--- src/rtl/irqc_pkg.sv ---
package irqc_pkg;
  localparam int DW       = 32;
  localparam int BASE_EVT = 9;   // fixed event bits below the per-channel bits
  localparam int MST_W    = 9;

  localparam int A_ID   = 0;
  localparam int A_ACK  = 1;
  localparam int A_PEEK = 2;
  localparam int A_ENA  = 3;
  localparam int A_MST  = 4;

  typedef struct packed {
    logic [2:0] sel;
    logic       lock;
    logic       dma;
    logic       tx;
    logic       rx;
    logic       hold_long;
    logic       hold_short;
  } mst_t;
endpackage

--- src/rtl/irqc_status.sv ---
module irqc_status #(
  parameter int W = 17
) (
  input  logic         clk,
  input  logic         rst_n,
  input  logic         clr_all,
  input  logic [W-1:0] ack_mask,
  input  logic [W-1:0] evt,
  output logic [W-1:0] q
);
  for (genvar g = 0; g < W; g++) begin : g_bit
    logic bit_q, bit_d, bit_ce;

    always_comb begin
      bit_ce = clr_all | ack_mask[g] | evt[g];
      bit_d  = clr_all ? 1'b0 : (evt[g] | (bit_q & ~ack_mask[g]));
    end

    always_ff @(posedge clk or negedge rst_n) begin
      if (!rst_n)      bit_q <= 1'b0;
      else if (bit_ce) bit_q <= bit_d;
    end

    assign q[g] = bit_q;
  end
endmodule

--- src/rtl/irqc_holdoff.sv ---
module irqc_holdoff #(
  parameter int SHORT_CYC = 50000,
  parameter int LONG_CYC  = 100000
) (
  input  logic clk,
  input  logic rst_n,
  input  logic clr,
  input  logic load_short,
  input  logic load_long,
  output logic busy_o
);
  localparam int MAXC = (LONG_CYC > SHORT_CYC) ? LONG_CYC : SHORT_CYC;
  localparam int CW   = $clog2(MAXC + 1);
  localparam logic [CW-1:0] SHORT_V = CW'(SHORT_CYC);
  localparam logic [CW-1:0] LONG_V  = CW'(LONG_CYC);

  logic [CW-1:0] cnt_q, cnt_d;
  logic          cnt_ce;

  always_comb begin
    cnt_ce = clr | load_short | load_long | (cnt_q != '0);
    if (clr)             cnt_d = '0;
    else if (load_long)  cnt_d = LONG_V;
    else if (load_short) cnt_d = SHORT_V;
    else                 cnt_d = cnt_q - 1'b1;
  end

  always_ff @(posedge clk or negedge rst_n) begin
    if (!rst_n)      cnt_q <= '0;
    else if (cnt_ce) cnt_q <= cnt_d;
  end

  assign busy_o = (cnt_q != '0);
endmodule

--- src/rtl/irq_ctrl_regs.sv ---
module irq_ctrl_regs #(
  parameter int         ADDR_W         = 4,
  parameter int         N_TXCH         = 8,
  parameter int         HOLD_SHORT_CYC = 50000,
  parameter int         HOLD_LONG_CYC  = 100000,
  parameter logic [4:0] VERSION        = 5'h01,
  parameter logic [2:0] BOARD_ID       = 3'h0,
  parameter logic [4:0] DAUGHTER_ID    = 5'h00
) (
  input  logic                                 clk,
  input  logic                                 rst_n,
  input  logic                                 rd_en_i,
  input  logic                                 wr_en_i,
  input  logic [ADDR_W-1:0]                    addr_i,
  input  logic [31:0]                          wdata_i,
  output logic [31:0]                          rdata_o,
  input  logic [irqc_pkg::BASE_EVT+N_TXCH-1:0] evt_i,
  output logic                                 irq_o,
  output logic                                 rx_en_o,
  output logic                                 tx_en_o,
  output logic                                 dma_en_o,
  output logic                                 tx_lock_o,
  output logic [2:0]                           int_sel_o
);
  import irqc_pkg::*;

  localparam int STAT_W = BASE_EVT + N_TXCH;
  localparam logic [31:0] ID_WORD =
    {VERSION, 17'b0, BOARD_ID, 2'b0, DAUGHTER_ID};

  // address decode
  logic hit_id, hit_ack, hit_peek, hit_ena, hit_mst;
  assign hit_id   = (addr_i == ADDR_W'(A_ID));
  assign hit_ack  = (addr_i == ADDR_W'(A_ACK));
  assign hit_peek = (addr_i == ADDR_W'(A_PEEK));
  assign hit_ena  = (addr_i == ADDR_W'(A_ENA));
  assign hit_mst  = (addr_i == ADDR_W'(A_MST));

  logic soft_rst, ack_rd, ena_wr, mst_wr;
  assign soft_rst = wr_en_i & hit_id;
  assign ack_rd   = rd_en_i & hit_ack;
  assign ena_wr   = wr_en_i & hit_ena;
  assign mst_wr   = wr_en_i & hit_mst;

  // sticky status
  logic [STAT_W-1:0] stat_q, ack_mask;
  assign ack_mask = ack_rd ? stat_q : '0;

  irqc_status #(.W(STAT_W)) u_stat (
    .clk      (clk),
    .rst_n    (rst_n),
    .clr_all  (soft_rst),
    .ack_mask (ack_mask),
    .evt      (evt_i),
    .q        (stat_q)
  );

  // enable and master control
  logic [STAT_W-1:0] en_q, en_d;
  logic              en_ce;
  mst_t              mst_q, mst_d, mst_wv;
  logic              mst_ce;

  assign mst_wv = mst_t'(wdata_i[MST_W-1:0]);

  always_comb begin
    en_ce  = soft_rst | ena_wr;
    en_d   = soft_rst ? '0 : wdata_i[STAT_W-1:0];
    mst_ce = soft_rst | mst_wr;
    mst_d  = soft_rst ? mst_t'('0) : mst_wv;
  end

  always_ff @(posedge clk or negedge rst_n) begin
    if (!rst_n)     en_q <= '0;
    else if (en_ce) en_q <= en_d;
  end

  always_ff @(posedge clk or negedge rst_n) begin
    if (!rst_n)      mst_q <= mst_t'('0);
    else if (mst_ce) mst_q <= mst_d;
  end

  // holdoff window
  logic hold_busy;

  irqc_holdoff #(
    .SHORT_CYC (HOLD_SHORT_CYC),
    .LONG_CYC  (HOLD_LONG_CYC)
  ) u_hold (
    .clk        (clk),
    .rst_n      (rst_n),
    .clr        (soft_rst),
    .load_short (mst_wr & mst_wv.hold_short),
    .load_long  (mst_wr & mst_wv.hold_long),
    .busy_o     (hold_busy)
  );

  // read path
  logic [31:0] rd_mux, rdata_q;

  always_comb begin
    rd_mux = '0;
    if (hit_id)                rd_mux = ID_WORD;
    else if (hit_ack | hit_peek) rd_mux[STAT_W-1:0] = stat_q;
    else if (hit_ena)          rd_mux[STAT_W-1:0] = en_q;
    else if (hit_mst)          rd_mux[MST_W-1:0]  = mst_q;
  end

  always_ff @(posedge clk or negedge rst_n) begin
    if (!rst_n)       rdata_q <= '0;
    else if (rd_en_i) rdata_q <= rd_mux;
  end

  assign rdata_o   = rdata_q;
  assign irq_o     = (|(stat_q & en_q)) & ~hold_busy;
  assign rx_en_o   = mst_q.rx;
  assign tx_en_o   = mst_q.tx;
  assign dma_en_o  = mst_q.dma;
  assign tx_lock_o = mst_q.lock;
  assign int_sel_o = mst_q.sel;
endmodule

--- config.mk ---
export PLATFORM = sky130hd
export DESIGN_NAME = irq_ctrl_regs
export DESIGN_NICKNAME = d
export VERILOG_FILES = /design/src/rtl/irqc_pkg.sv /design/src/rtl/irqc_status.sv /design/src/rtl/irqc_holdoff.sv /design/src/rtl/irq_ctrl_regs.sv
export SDC_FILE = /design/constraint.sdc
export NUM_CORES = 1
export LEC_CHECK = 0
export ABC_AREA = 1
export BUFFER_PORTS_ARGS = -buffer_cell sky130_fd_sc_hd__buf_2
export CORE_ASPECT_RATIO = 2
export CORE_UTILIZATION = 54
export DETAILED_ROUTE_END_ITERATION = 8
export PLACE_DENSITY = 0.86
export SLEW_MARGIN = 5
export SYNTH_ARGS = -nofsm -noshare
export SYNTH_HDL_FRONTEND = slang
export SYNTH_SLANG_ARGS = --single-unit
--- constraint.sdc ---
create_clock -name clk -period 1.7 [get_ports clk]
set_clock_uncertainty 0.05 [all_clocks]
set_input_delay 0.17 -clock clk [delete_from_list [all_inputs] [get_ports clk]]
set_output_delay 0.17 -clock clk [all_outputs]
set_load 0.01 [all_outputs]
==> impl_results.md <==
* Initial Utilization at 55.86%
* Failing checks: negative setup slack
* Max IR drop VDD at 0.0008076 V
* Sequential cell area fraction in the yosys report at 48.45%
* FF+latch count, synth at 78
* Synth area leader: dfrtp_1
* Max-Cap Viols at 0
* CP max FO at 3
* Grt met1 use at 28.49%
* Hold Violations, Final at 0
* Distinct cell type count after synthesis at 36
* Pre-CTS WS at -0.02572 ns
* GR Util met2 at 53.70%
* Critical path cell sequence: inv_2 -> ha_4 -> nand3_4 -> nor2_4 -> nand4_4 -> a31oi_2 -> buf_2
* Largest net degree at the start of global routing at 54
* Setup WS post-layout at -0.1244 ns
* CORE AREA at 7212 µm²
* DIE AREA at 7831 µm²
* Routed WL per cell at 15.93 µm
* Leakage at 2.573 nW
* Antenna diodes at 0
* Crit path kind: reg -> out
* Max_slew headroom at 65.72%
* CP max-delay cell: dfrtp_1
* Layout Area Growth over Synthesis at 23.23%
* Share of cells above drive strength 1 at 27.94%
* Via/cell ratio at 5.499
* Least-Margin Pin Slew at 0.5136 ns
* CTS Buf Count at 9
* Setup-failing EPs final at 6
* Mean post-synth cell area at 8.106 µm²
* Fin Hold WS at 0.001353 ns
* Worst endpoint data arrival time at 1.60 ns
* PD cells at 1306 nW/µm²
* Clock buffer depth at 2
* CTS tree: built
* Total track usage at 29.59%
* Crit path largest cell delay at 0.40 ns
* CTS sink cnt at 78
* Port-buffer cells at 67
* Clock tree root driver cell: clkbuf_16
* GR peak layer: met2
* Cell count after synthesis at 497
* CP startpoint kind: flop
* First-pass GRT wire length at 17040 µm
* Iter 0 DRT Violations at 323
* Minimum clock period at 1.824 ns
* Final Max Tran Viols at 0
* # DRC at 0
* Die Y at 124.2 µm
* Mapped Area at 4029 µm²
* Grt total ovfl at 0
* Io pins at 97
* Syn. warnings at 0
* Wirelength, routed at 10810 µm
* Synth area leaders: dfrtp_1, nand2_1, nor2_1
* Final net count at 640
* Final period util at 107.3%
* Global routing met3 resource utilization at 4.853%
* GP Congestion at 0.9223
* Vias in the first global route at 3701
* Vias post-DR at 3734
* Htree depth at 3
* Width of the die at 63.08 µm
* # rows at 44
* DP HPWL at 7605 µm
* Top cell type's share of synthesized area at 48.45%
* Filler Cells Inserted at 579
* RSZ-0062 raised after global routing: yes
* Status: finished, violations left
* Worst setup EP type: output port
* Critical path required time at 1.48 ns
* Worst-Skew Late Latency at 0.34 ns
* Initial antenna violation count at 0
* CTS clk-pin slew, worst paths at 0.06 ns
* HP Class: in -> reg
* TritonRoute pass-1 iters at 5
* Final ANT Viol Nets at 0
* Fmax at 548.1 MHz
cell type report:
type | count | area (µm²) | area share [%]
Timing Repair Buffer | 94 | 591.8 | 11.92
Inverter | 38 | 145.1 | 2.923
Multi-Input combinational cell | 361 | 1837 | 37.00
Sequential cell | 78 | 1952 | 39.31
Clock buffer | 10 | 239.0 | 4.814
Clock inverter | 6 | 85.08 | 1.714
Tap cell | 92 | 115.1 | 2.319
power by group:
part           internal, mW  switching [mW]
clock network          1.32           0.742
logic                 0.734            1.09
registers              2.24           0.359
critical path: cells and delay by family (launching register included):
kind                     cells  cell delay (ns)
AO/OA/AOI/OAI                1             0.15
buffers and inverters        2             0.24
AND/OR/NAND/NOR              3             0.33
flip-flops                   1             0.40
adder cells (fa/ha/maj)      1             0.15
through the flow:
step,utilization (%),power [mW],TNS [ns],cell area (µm²),cells
final,68.84,6.482,-0.2727,4965,679
after floorplan,-,3.641,0,4084,510
after global placement,62.32,4.113,0,4494,656
after global routing,68.84,6.830,-0.9091,4965,679
after detailed placement,62.32,4.206,-0.04177,4494,656
after CTS,67.61,6.379,-0.09744,4876,674
routing by layer:
metal | part of all wire [%] | vias to the layer above | wire length, µm
met3 | 4.4 | 51 | 478
met2 | 56 | 155 | 6078
li1 | - | 1746 | -
met1 | 33 | 1782 | 3609
met5 | 0 | - | 0
met4 | 6.0 | 0 | 648
synthesized netlist by cell type (all sizes together):
| cell | instances |
|---|---|
| a31oi | 1 |
| buf | 31 |
| o21ai | 25 |
| nor3 | 4 |
| nand3 | 45 |
| a21oi | 41 |
| nor2 | 77 |
| xnor2 | 1 |
| nand4 | 7 |
| xor2 | 1 |
| o22ai | 1 |
| ha | 1 |
| o211ai | 9 |
| nand2 | 131 |
| dfrtp | 78 |
| clkbuf | 2 |
| conb | 1 |
| or2 | 3 |
| inv | 37 |
| clkinv | 1 |
cells by family (layout without fill, tap and decap cells):
family                     count (synthesis)  count (layout)  share of synthesized area, %
buffers and inverters                     71             148                         9.317
AOI/OAI and AO/OA                         77              77                         11.40
other                                      1              14                       0.09308
and+or+nand+nor                          267             267                         30.00
xor gates and xnor gates                   2               2                        0.4349
adders and majority gates                  1               1                        0.3105
DFF                                       78              78                         48.45
timing repair:
| item | CTS | global route |
|---|---|---|
| gates cloned | 0 | 0 |
| resized for setup | 10 | 14 |
| hold endpoints to repair | 25 | 0 |
| setup buffers | 2 | 5 |
| pin swaps | 2 | 3 |
| setup endpoints to repair | 7 | 12 |
| hold buffers | 1 | 0 |
registers in the layout, indices dropped and copies added, names as in the netlist:
signal	count
tx_lock_o	1
en_q	17
int_sel_o	3
u_stat.g_bit.bit_q	17
rdata_o	18
tx_en_o	1
u_hold.cnt_q	17
mst_q	2
dma_en_o	1
rx_en_o	1
placed cells by master (no fill, tap or decap), types with 2 or more instances in the layout:
master,synthesis,final
o21ai_1,3,2
clkinvlp_4,0,2
a21oi_2,6,9
o21ai_2,7,8
buf_4,17,21
nor2_2,2,4
inv_2,3,6
nand2_1,125,125
nand3_1,42,41
nand2_2,4,4
clkinv_2,0,2
buf_12,0,3
nand4_1,5,5
o211ai_1,9,9
nor2_1,70,66
nor3_1,2,2
buf_2,10,66
bufinv_16,0,2
buf_6,4,3
clkbuf_16,0,9
o21ai_0,15,14
or2_2,3,3
dfrtp_1,78,78
inv_1,33,30
a21oi_1,35,32
conb_1,1,14
nor2_4,4,6
nand2_4,2,2
nand3_2,3,3
worst paths after layout:
path / to / start / cells after the start / slack, ns
min in group asynchronous: rdata_o[12]$_DFFE_PN0P_ / rst_n / 2 / 0.23
max in group asynchronous: en_q[6]$_DFFE_PN0P_ / rst_n / 3 / 0.75
min reg2reg: rdata_o[5]$_DFFE_PN0P_ / rdata_o[5]$_DFFE_PN0P_ / 2 / 0.44
min: u_stat.g_bit[3].bit_q$_DFFE_PN0P_ / evt_i[3] / 3 / 0.001
max reg2reg: u_hold.cnt_q[8]$_DFFE_PN0P_ / u_hold.cnt_q[1]$_DFFE_PN0P_ / 11 / -0.06
max: irq_o / u_hold.cnt_q[1]$_DFFE_PN0P_ / 7 / -0.12
Note: power is estimated with default switching activity, not from simulation.
